<file path="config.mk">
export PLATFORM = sky130hd
export DESIGN_NAME = intc_claim_ctrl
export DESIGN_NICKNAME = d
export VERILOG_FILES = /design/src/rtl/intc_claim_pkg.sv /design/src/rtl/intc_claim_ctl.sv /design/src/rtl/intc_claim_arb.sv /design/src/rtl/intc_claim_dp.sv /design/src/rtl/intc_claim_ctrl.sv
export SDC_FILE = /design/constraint.sdc
export NUM_CORES = 1
export LEC_CHECK = 0
export BUFFER_PORTS_ARGS = -buffer_cell sky130_fd_sc_hd__buf_4
export CAP_MARGIN = 20
export CORE_ASPECT_RATIO = 1.75
export CORE_MARGIN = 2
export CORE_UTILIZATION = 45
export CTS_BUF_LIST = sky130_fd_sc_hd__clkbuf_4 sky130_fd_sc_hd__clkbuf_8
export DETAILED_ROUTE_END_ITERATION = 8
export GPL_ROUTABILITY_DRIVEN = 0
export GPL_TIMING_DRIVEN = 0
export MAX_ROUTING_LAYER = met4
export PLACE_DENSITY = 0.8
export SLEW_MARGIN = 20
export SYNTH_ARGS = -nofsm -noshare
export SYNTH_HDL_FRONTEND = slang
export SYNTH_SLANG_ARGS = --single-unit
</file>
<file path="constraint.sdc">
create_clock -name clk -period 11.3 [get_ports clk]
set_clock_uncertainty 0.1 [all_clocks]
set_input_delay 0.565 -clock clk [delete_from_list [all_inputs] [get_ports clk]]
set_output_delay 0.565 -clock clk [all_outputs]
set_load 0.01 [all_outputs]
</file>
<file path="src/rtl/intc_claim_pkg.sv">
package intc_claim_pkg;
  // Strobes from the access decoder to the datapath
  typedef struct packed {
    logic claim;
    logic complete;
    logic prioWe;
    logic enWe;
    logic thrWe;
    logic rdEn;
  } ctlStrobe_t;
endpackage

</file>
<file path="src/rtl/intc_claim_ctl.sv">
module intc_claim_ctl
  import intc_claim_pkg::*;
#(
  parameter int NUM_SRC = 8,
  parameter int ADDR_W  = $clog2(NUM_SRC + 4)
) (
  input  logic              regValid,
  input  logic              regWrite,
  input  logic [ADDR_W-1:0] regAddr,
  output ctlStrobe_t        stb
);
  localparam logic [ADDR_W-1:0] ADDR_THR   = '0;
  localparam logic [ADDR_W-1:0] ADDR_EN    = ADDR_W'(NUM_SRC + 1);
  localparam logic [ADDR_W-1:0] ADDR_CLAIM = ADDR_W'(NUM_SRC + 3);

  logic isRd, isWr, isPrio;

  always_comb begin
    isRd   = regValid && !regWrite;
    isWr   = regValid && regWrite;
    isPrio = (regAddr != ADDR_THR) && (regAddr <= ADDR_W'(NUM_SRC));
    stb.rdEn     = isRd;
    stb.claim    = isRd && (regAddr == ADDR_CLAIM);
    stb.complete = isWr && (regAddr == ADDR_CLAIM);
    stb.prioWe   = isWr && isPrio;
    stb.enWe     = isWr && (regAddr == ADDR_EN);
    stb.thrWe    = isWr && (regAddr == ADDR_THR);
  end
endmodule

</file>
<file path="src/rtl/intc_claim_arb.sv">
module intc_claim_arb #(
  parameter int NUM_SRC = 8,
  parameter int PRIO_W  = 3,
  parameter int ID_W    = $clog2(NUM_SRC + 1)
) (
  input  logic [NUM_SRC:0]             eligible,
  input  logic [NUM_SRC:0][PRIO_W-1:0] prioVec,
  output logic [ID_W-1:0]              winId
);
  logic [PRIO_W-1:0] bestPrio;

  // Strict compare in ascending ID order keeps the lower ID on ties
  always_comb begin
    winId    = '0;
    bestPrio = '0;
    for (int i = 1; i <= NUM_SRC; i++) begin
      if (eligible[i] && (prioVec[i] > bestPrio)) begin
        bestPrio = prioVec[i];
        winId    = ID_W'(i);
      end
    end
  end
endmodule

</file>
<file path="src/rtl/intc_claim_dp.sv">
module intc_claim_dp
  import intc_claim_pkg::*;
#(
  parameter int               NUM_SRC   = 8,
  parameter int               PRIO_W    = 3,
  parameter int               DATA_W    = 32,
  parameter logic [NUM_SRC-1:0] EDGE_MASK = '0,
  parameter int               ADDR_W    = $clog2(NUM_SRC + 4),
  parameter int               ID_W      = $clog2(NUM_SRC + 1)
) (
  input  logic               clk,
  input  logic               rstN,
  input  logic [NUM_SRC-1:0] irqIn,
  input  ctlStrobe_t         stb,
  input  logic [ADDR_W-1:0]  regAddr,
  input  logic [DATA_W-1:0]  regWdata,
  output logic [DATA_W-1:0]  regRdata,
  output logic               regRvalid,
  output logic               irqOut,
  output logic [NUM_SRC:0]   pendBits,
  output logic [NUM_SRC:0]   hidBits,
  output logic [NUM_SRC:0]   svcBits
);
  localparam logic [ADDR_W-1:0] ADDR_EN    = ADDR_W'(NUM_SRC + 1);
  localparam logic [ADDR_W-1:0] ADDR_PEND  = ADDR_W'(NUM_SRC + 2);
  localparam logic [ADDR_W-1:0] ADDR_CLAIM = ADDR_W'(NUM_SRC + 3);

  logic [NUM_SRC:0][PRIO_W-1:0] prioVec;
  logic [NUM_SRC:0]             eligible;
  logic [NUM_SRC:1]             enQ;
  logic [PRIO_W-1:0]            thrQ;
  logic [NUM_SRC-1:0]           irqPrev;
  logic [ID_W-1:0]              winId;
  logic [DATA_W-1:0]            rdMux;

  assign prioVec[0]  = '0;
  assign eligible[0] = 1'b0;
  assign pendBits[0] = 1'b0;
  assign hidBits[0]  = 1'b0;
  assign svcBits[0]  = 1'b0;

  always_ff @(posedge clk or negedge rstN) begin
    if (!rstN) begin
      enQ     <= '0;
      thrQ    <= '0;
      irqPrev <= '0;
    end else begin
      irqPrev <= irqIn;
      if (stb.enWe)  enQ  <= regWdata[NUM_SRC:1];
      if (stb.thrWe) thrQ <= regWdata[PRIO_W-1:0];
    end
  end

  for (genvar g = 1; g <= NUM_SRC; g++) begin : g_src
    logic              evt, claimHit, doneHit;
    logic              pendR, hidR, svcR;
    logic [PRIO_W-1:0] prioR;

    if (EDGE_MASK[g-1]) begin : g_edge
      assign evt = irqIn[g-1] & ~irqPrev[g-1];
    end else begin : g_level
      assign evt = irqIn[g-1];
    end

    assign claimHit = stb.claim && (winId == ID_W'(g));
    assign doneHit  = stb.complete && (regWdata == DATA_W'(g)) && svcR;

    always_ff @(posedge clk or negedge rstN) begin
      if (!rstN) begin
        pendR <= 1'b0;
        hidR  <= 1'b0;
        svcR  <= 1'b0;
        prioR <= '0;
      end else begin
        if (stb.prioWe && (regAddr == ADDR_W'(g))) prioR <= regWdata[PRIO_W-1:0];
        if (claimHit) begin
          pendR <= 1'b0;
          hidR  <= 1'b0;
          svcR  <= 1'b1;
        end else if (doneHit) begin
          pendR <= pendR | hidR | evt;
          hidR  <= 1'b0;
          svcR  <= 1'b0;
        end else if (svcR) begin
          hidR  <= hidR | evt;
        end else begin
          pendR <= pendR | evt;
        end
      end
    end

    assign prioVec[g]  = prioR;
    assign pendBits[g] = pendR;
    assign hidBits[g]  = hidR;
    assign svcBits[g]  = svcR;
    assign eligible[g] = pendR && enQ[g] && (prioR > thrQ);
  end

  intc_claim_arb #(.NUM_SRC(NUM_SRC), .PRIO_W(PRIO_W), .ID_W(ID_W)) u_arb (
    .eligible (eligible),
    .prioVec  (prioVec),
    .winId    (winId)
  );

  assign irqOut = (winId != '0);

  always_comb begin
    rdMux = '0;
    if (regAddr == '0) rdMux = DATA_W'(thrQ);
    else if (regAddr == ADDR_EN) rdMux = DATA_W'({enQ, 1'b0});
    else if (regAddr == ADDR_PEND) rdMux = DATA_W'(pendBits);
    else if (regAddr == ADDR_CLAIM) rdMux = DATA_W'(winId);
    else begin
      for (int i = 1; i <= NUM_SRC; i++)
        if (regAddr == ADDR_W'(i)) rdMux = DATA_W'(prioVec[i]);
    end
  end

  always_ff @(posedge clk or negedge rstN) begin
    if (!rstN) begin
      regRdata  <= '0;
      regRvalid <= 1'b0;
    end else begin
      regRvalid <= stb.rdEn;
      if (stb.rdEn) regRdata <= rdMux;
    end
  end
endmodule

</file>
<file path="src/rtl/intc_claim_ctrl.sv">
module intc_claim_ctrl
  import intc_claim_pkg::*;
#(
  parameter int                 NUM_SRC   = 8,
  parameter int                 PRIO_W    = 3,
  parameter int                 DATA_W    = 32,
  parameter logic [NUM_SRC-1:0] EDGE_MASK = '0,
  parameter int                 ADDR_W    = $clog2(NUM_SRC + 4),
  parameter int                 ID_W      = $clog2(NUM_SRC + 1)
) (
  input  logic               clk,
  input  logic               rstN,
  input  logic [NUM_SRC-1:0] irqIn,
  input  logic               regValid,
  input  logic               regWrite,
  input  logic [ADDR_W-1:0]  regAddr,
  input  logic [DATA_W-1:0]  regWdata,
  output logic [DATA_W-1:0]  regRdata,
  output logic               regRvalid,
  output logic               irqOut
);
  ctlStrobe_t     stb;
  logic [NUM_SRC:0] pendBits, hidBits, svcBits;

  intc_claim_ctl #(.NUM_SRC(NUM_SRC), .ADDR_W(ADDR_W)) u_ctl (
    .regValid (regValid),
    .regWrite (regWrite),
    .regAddr  (regAddr),
    .stb      (stb)
  );

  intc_claim_dp #(
    .NUM_SRC(NUM_SRC), .PRIO_W(PRIO_W), .DATA_W(DATA_W),
    .EDGE_MASK(EDGE_MASK), .ADDR_W(ADDR_W), .ID_W(ID_W)
  ) u_dp (
    .clk       (clk),
    .rstN      (rstN),
    .irqIn     (irqIn),
    .stb       (stb),
    .regAddr   (regAddr),
    .regWdata  (regWdata),
    .regRdata  (regRdata),
    .regRvalid (regRvalid),
    .irqOut    (irqOut),
    .pendBits  (pendBits),
    .hidBits   (hidBits),
    .svcBits   (svcBits)
  );
endmodule

</file>
==> out/qor.csv <==
metric,value,unit
status,"complete, no violations",
# clock sinks,69,
initial antenna violation count,0,
Critical Path RT,10.64,ns
Routed Antenna Nets,0,
overall die height,145,um
"Largest delay share family, worst path",simple AND/OR/NAND/NOR gates,
post-synth cell types,61,
global-route wire length before repair,24800,um
Cell Rows,51,
Final nets,792,
setup violators final,0,
Hold/Removal Path Class,input port to async pin,
initial core utilization,46.0,%
worst relative slew slack,25.6,%
most common cell in the netlist,dfrtp_1,
Fillers,910,
Clock Latency Late Sink,0.37,ns
fin cells,840,
gr ovfl total,0,
Worst Path Buf+Inv,3,
Crit. End Element,primary output,
Max-Cap Viols,0,
R2R cell count,55,
vias in the first global route,4965,
period utilization,99.8,%
Slowest cell on crit path,dfrtp_1,
Lkg Pwr,2.93,nW
total track usage,27.3,%
reg2reg start,u_dp.thrQ[1],
die area,12200,um^2
"EDFF count, synth",0,
max-slew violation count,0,
CTS tree,built,
Max clock buf depth,2,
Num CTS Buffers,9,
drt first pass iters,6,
initial DRC count,502,
Vias,5210,
Mapped Area,5080,um^2
H-tree depth,3,
top_reg_cell synth,dfrtp_1,
ANT cells,0,
R2R setup slack,0.08,ns
layout cell share with drive strength beyond 1,32.6,%
final WL,17100,um
Crit path arrival time,10.62,ns
Crit Path Class,flip-flop to primary output,
"Max FO, Critical Path",5,
"FF+latch count, synth",69,
placed cell count,791,
pwr dens,180,nW/um^2
Synth top cells by count,"dfrtp_1 (69), nand2_1 (58), a21oi_1 (49)",
# port buffers,56,
DR DRC count,0,
Final Hold Viols,0,
register area share after synthesis,34.0,%
largest net degree at the start of global routing,70,
post-synthesis async set-or-reset flop share,100,%
area share of the largest cell type after synthesis,34.0,%
routed length per instance,20.4,um
peak supply drop,125,uV
num ports,82,
Clock Root Buffer,clkbuf_8,
Syn Inst Count,581,
cts hold-fix bufs,0,
CP Launch Type,flip-flop,
fmax,88.6,MHz
Synth Area per Inst,8.74,um^2
worst r2r dst,u_dp.regRdata[2],
chip width,84.3,um
"area leader, netlist",dfrtp_1,
"Reg clk slew, reported paths",0.08,ns
Synth-to-Final Area Change,30.3,%
Critical Path Most Common Cell,ha_4,
Pwr Total,1.19,mW
crit-path max cell delay,0.42,ns
minimum clock period,11.28,ns
placeable core region,11000,um^2
synthesis warning total,0,
ranking of synthesized cells by area,"dfrtp_1 (34%), ha_1 (10%), mux2_2 (6.9%)",
Least-Margin Pin Slew,1.11,ns
dpl hpwl,11600,um
Vias/cell,6.20,
[worst max path at each step]
stage                            start     end  slack [ns]  cells after the start
after floorplan           u_dp.thrQ[1]  irqOut        0.47                     51
after global placement    u_dp.thrQ[1]  irqOut       -1.54                     52
after detailed placement  u_dp.thrQ[1]  irqOut       -1.90                     52
after CTS                 u_dp.thrQ[0]  irqOut        0.01                     50
after global routing      u_dp.thrQ[1]  irqOut       -0.39                     51
final                     u_dp.thrQ[1]  irqOut        0.02                     51
[per-stage QoR]
stage / cell area, um^2 / setup slack, ns / setup TNS, ns / util, % / hold slack (ns)
global placement: 5750 / -1.54 / -36.13 / 52.1 / 0.374
detailed placement: 5770 / -1.90 / -47.04 / 52.2 / 0.377
finish: 6620 / 0.0179 / 0 / 60.0 / 0.201
global route: 6620 / -0.391 / -1.77 / 60.0 / 0.277
CTS: 6210 / 0.0121 / 0 / 56.2 / 0.239
floorplan: 5160 / 0.470 / 0 / - / 0.169
[timing repair]
action	CTS	global route
hold endpoints to repair	0	0
setup buffers	15	19
gates resized for setup	38	43
endpoints found under the setup margin	29	29
pin swaps	10	50
[report_power, final]
part	total [mW]	switching [mW]	leakage (nW)	internal, mW
clock	0.186	0.101	0.0880	0.0846
sequential	0.347	0.0543	0.853	0.293
combinational	0.660	0.366	1.99	0.294
total	1.19	0.521	2.93	0.672
[final cells by class]
class	instances	area [um^2]	share of cell area [%]
Multi-Input combinational cell	468	3520	53.3
Sequential cell	69	1730	26.1
Timing Repair Buffer	90	679	10.3
Buffer	39	240	3.63
Tap cell	132	165	2.50
Clock buffer	10	138	2.08
Inverter	26	105	1.59
Clock inverter	6	38.8	0.586
[registers in the layout, summed over array words and instances (netlist names)]
signal	flops
u_dp.regRvalid	1
u_dp.g_src.hidR	8
u_dp.g_src.prioR	24
u_dp.g_src.svcR	8
u_dp.thrQ	3
u_dp.enQ	8
u_dp.regRdata	9
u_dp.g_src.pendR	8
[cells in the final DEF (no fill, tap or decap), types with 6 or more instances in the layout]
cell type,netlist,final
a31oi_1,10,9
mux2_2,31,28
nand2_1,58,55
nand4_1,7,7
dfrtp_1,69,68
nor2b_1,16,15
conb_1,1,23
ha_1,41,32
nor4_1,14,11
a21oi_1,49,44
a211oi_1,6,6
nor3_1,15,10
buf_4,23,112
inv_1,26,23
nand2b_1,7,7
clkbuf_1,13,12
a21o_1,11,11
nand3_1,23,16
nor2_1,42,36
o21ai_0,31,27
a22oi_1,10,10
ha_4,0,9
clkbuf_8,0,10
[per-layer routing]
layer / share of wire [%] / GRT usage, % / up-vias
met5: 0 / - / -
met4: 9.4 / 25.3 / 0
met3: 7.7 / 4.45 / 89
met2: 50 / 45.2 / 334
met1: 33 / 27.0 / 2437
li1: - / - / 2350
[kinds of logic after synthesis]
| family | after synthesis | share of synthesized area [%] |
|---|---|---|
| AND/OR/NAND/NOR | 207 | 20.5 |
| AO/OA/AOI/OAI | 162 | 21.0 |
| flip-flops | 69 | 34.0 |
| buffers and inverters | 66 | 6.72 |
| adder cells (fa/ha/maj) | 42 | 10.3 |
| multiplexers | 34 | 7.46 |
| other | 1 | 0.0738 |
No activity file was read; power rests on OpenSTA's default activity.
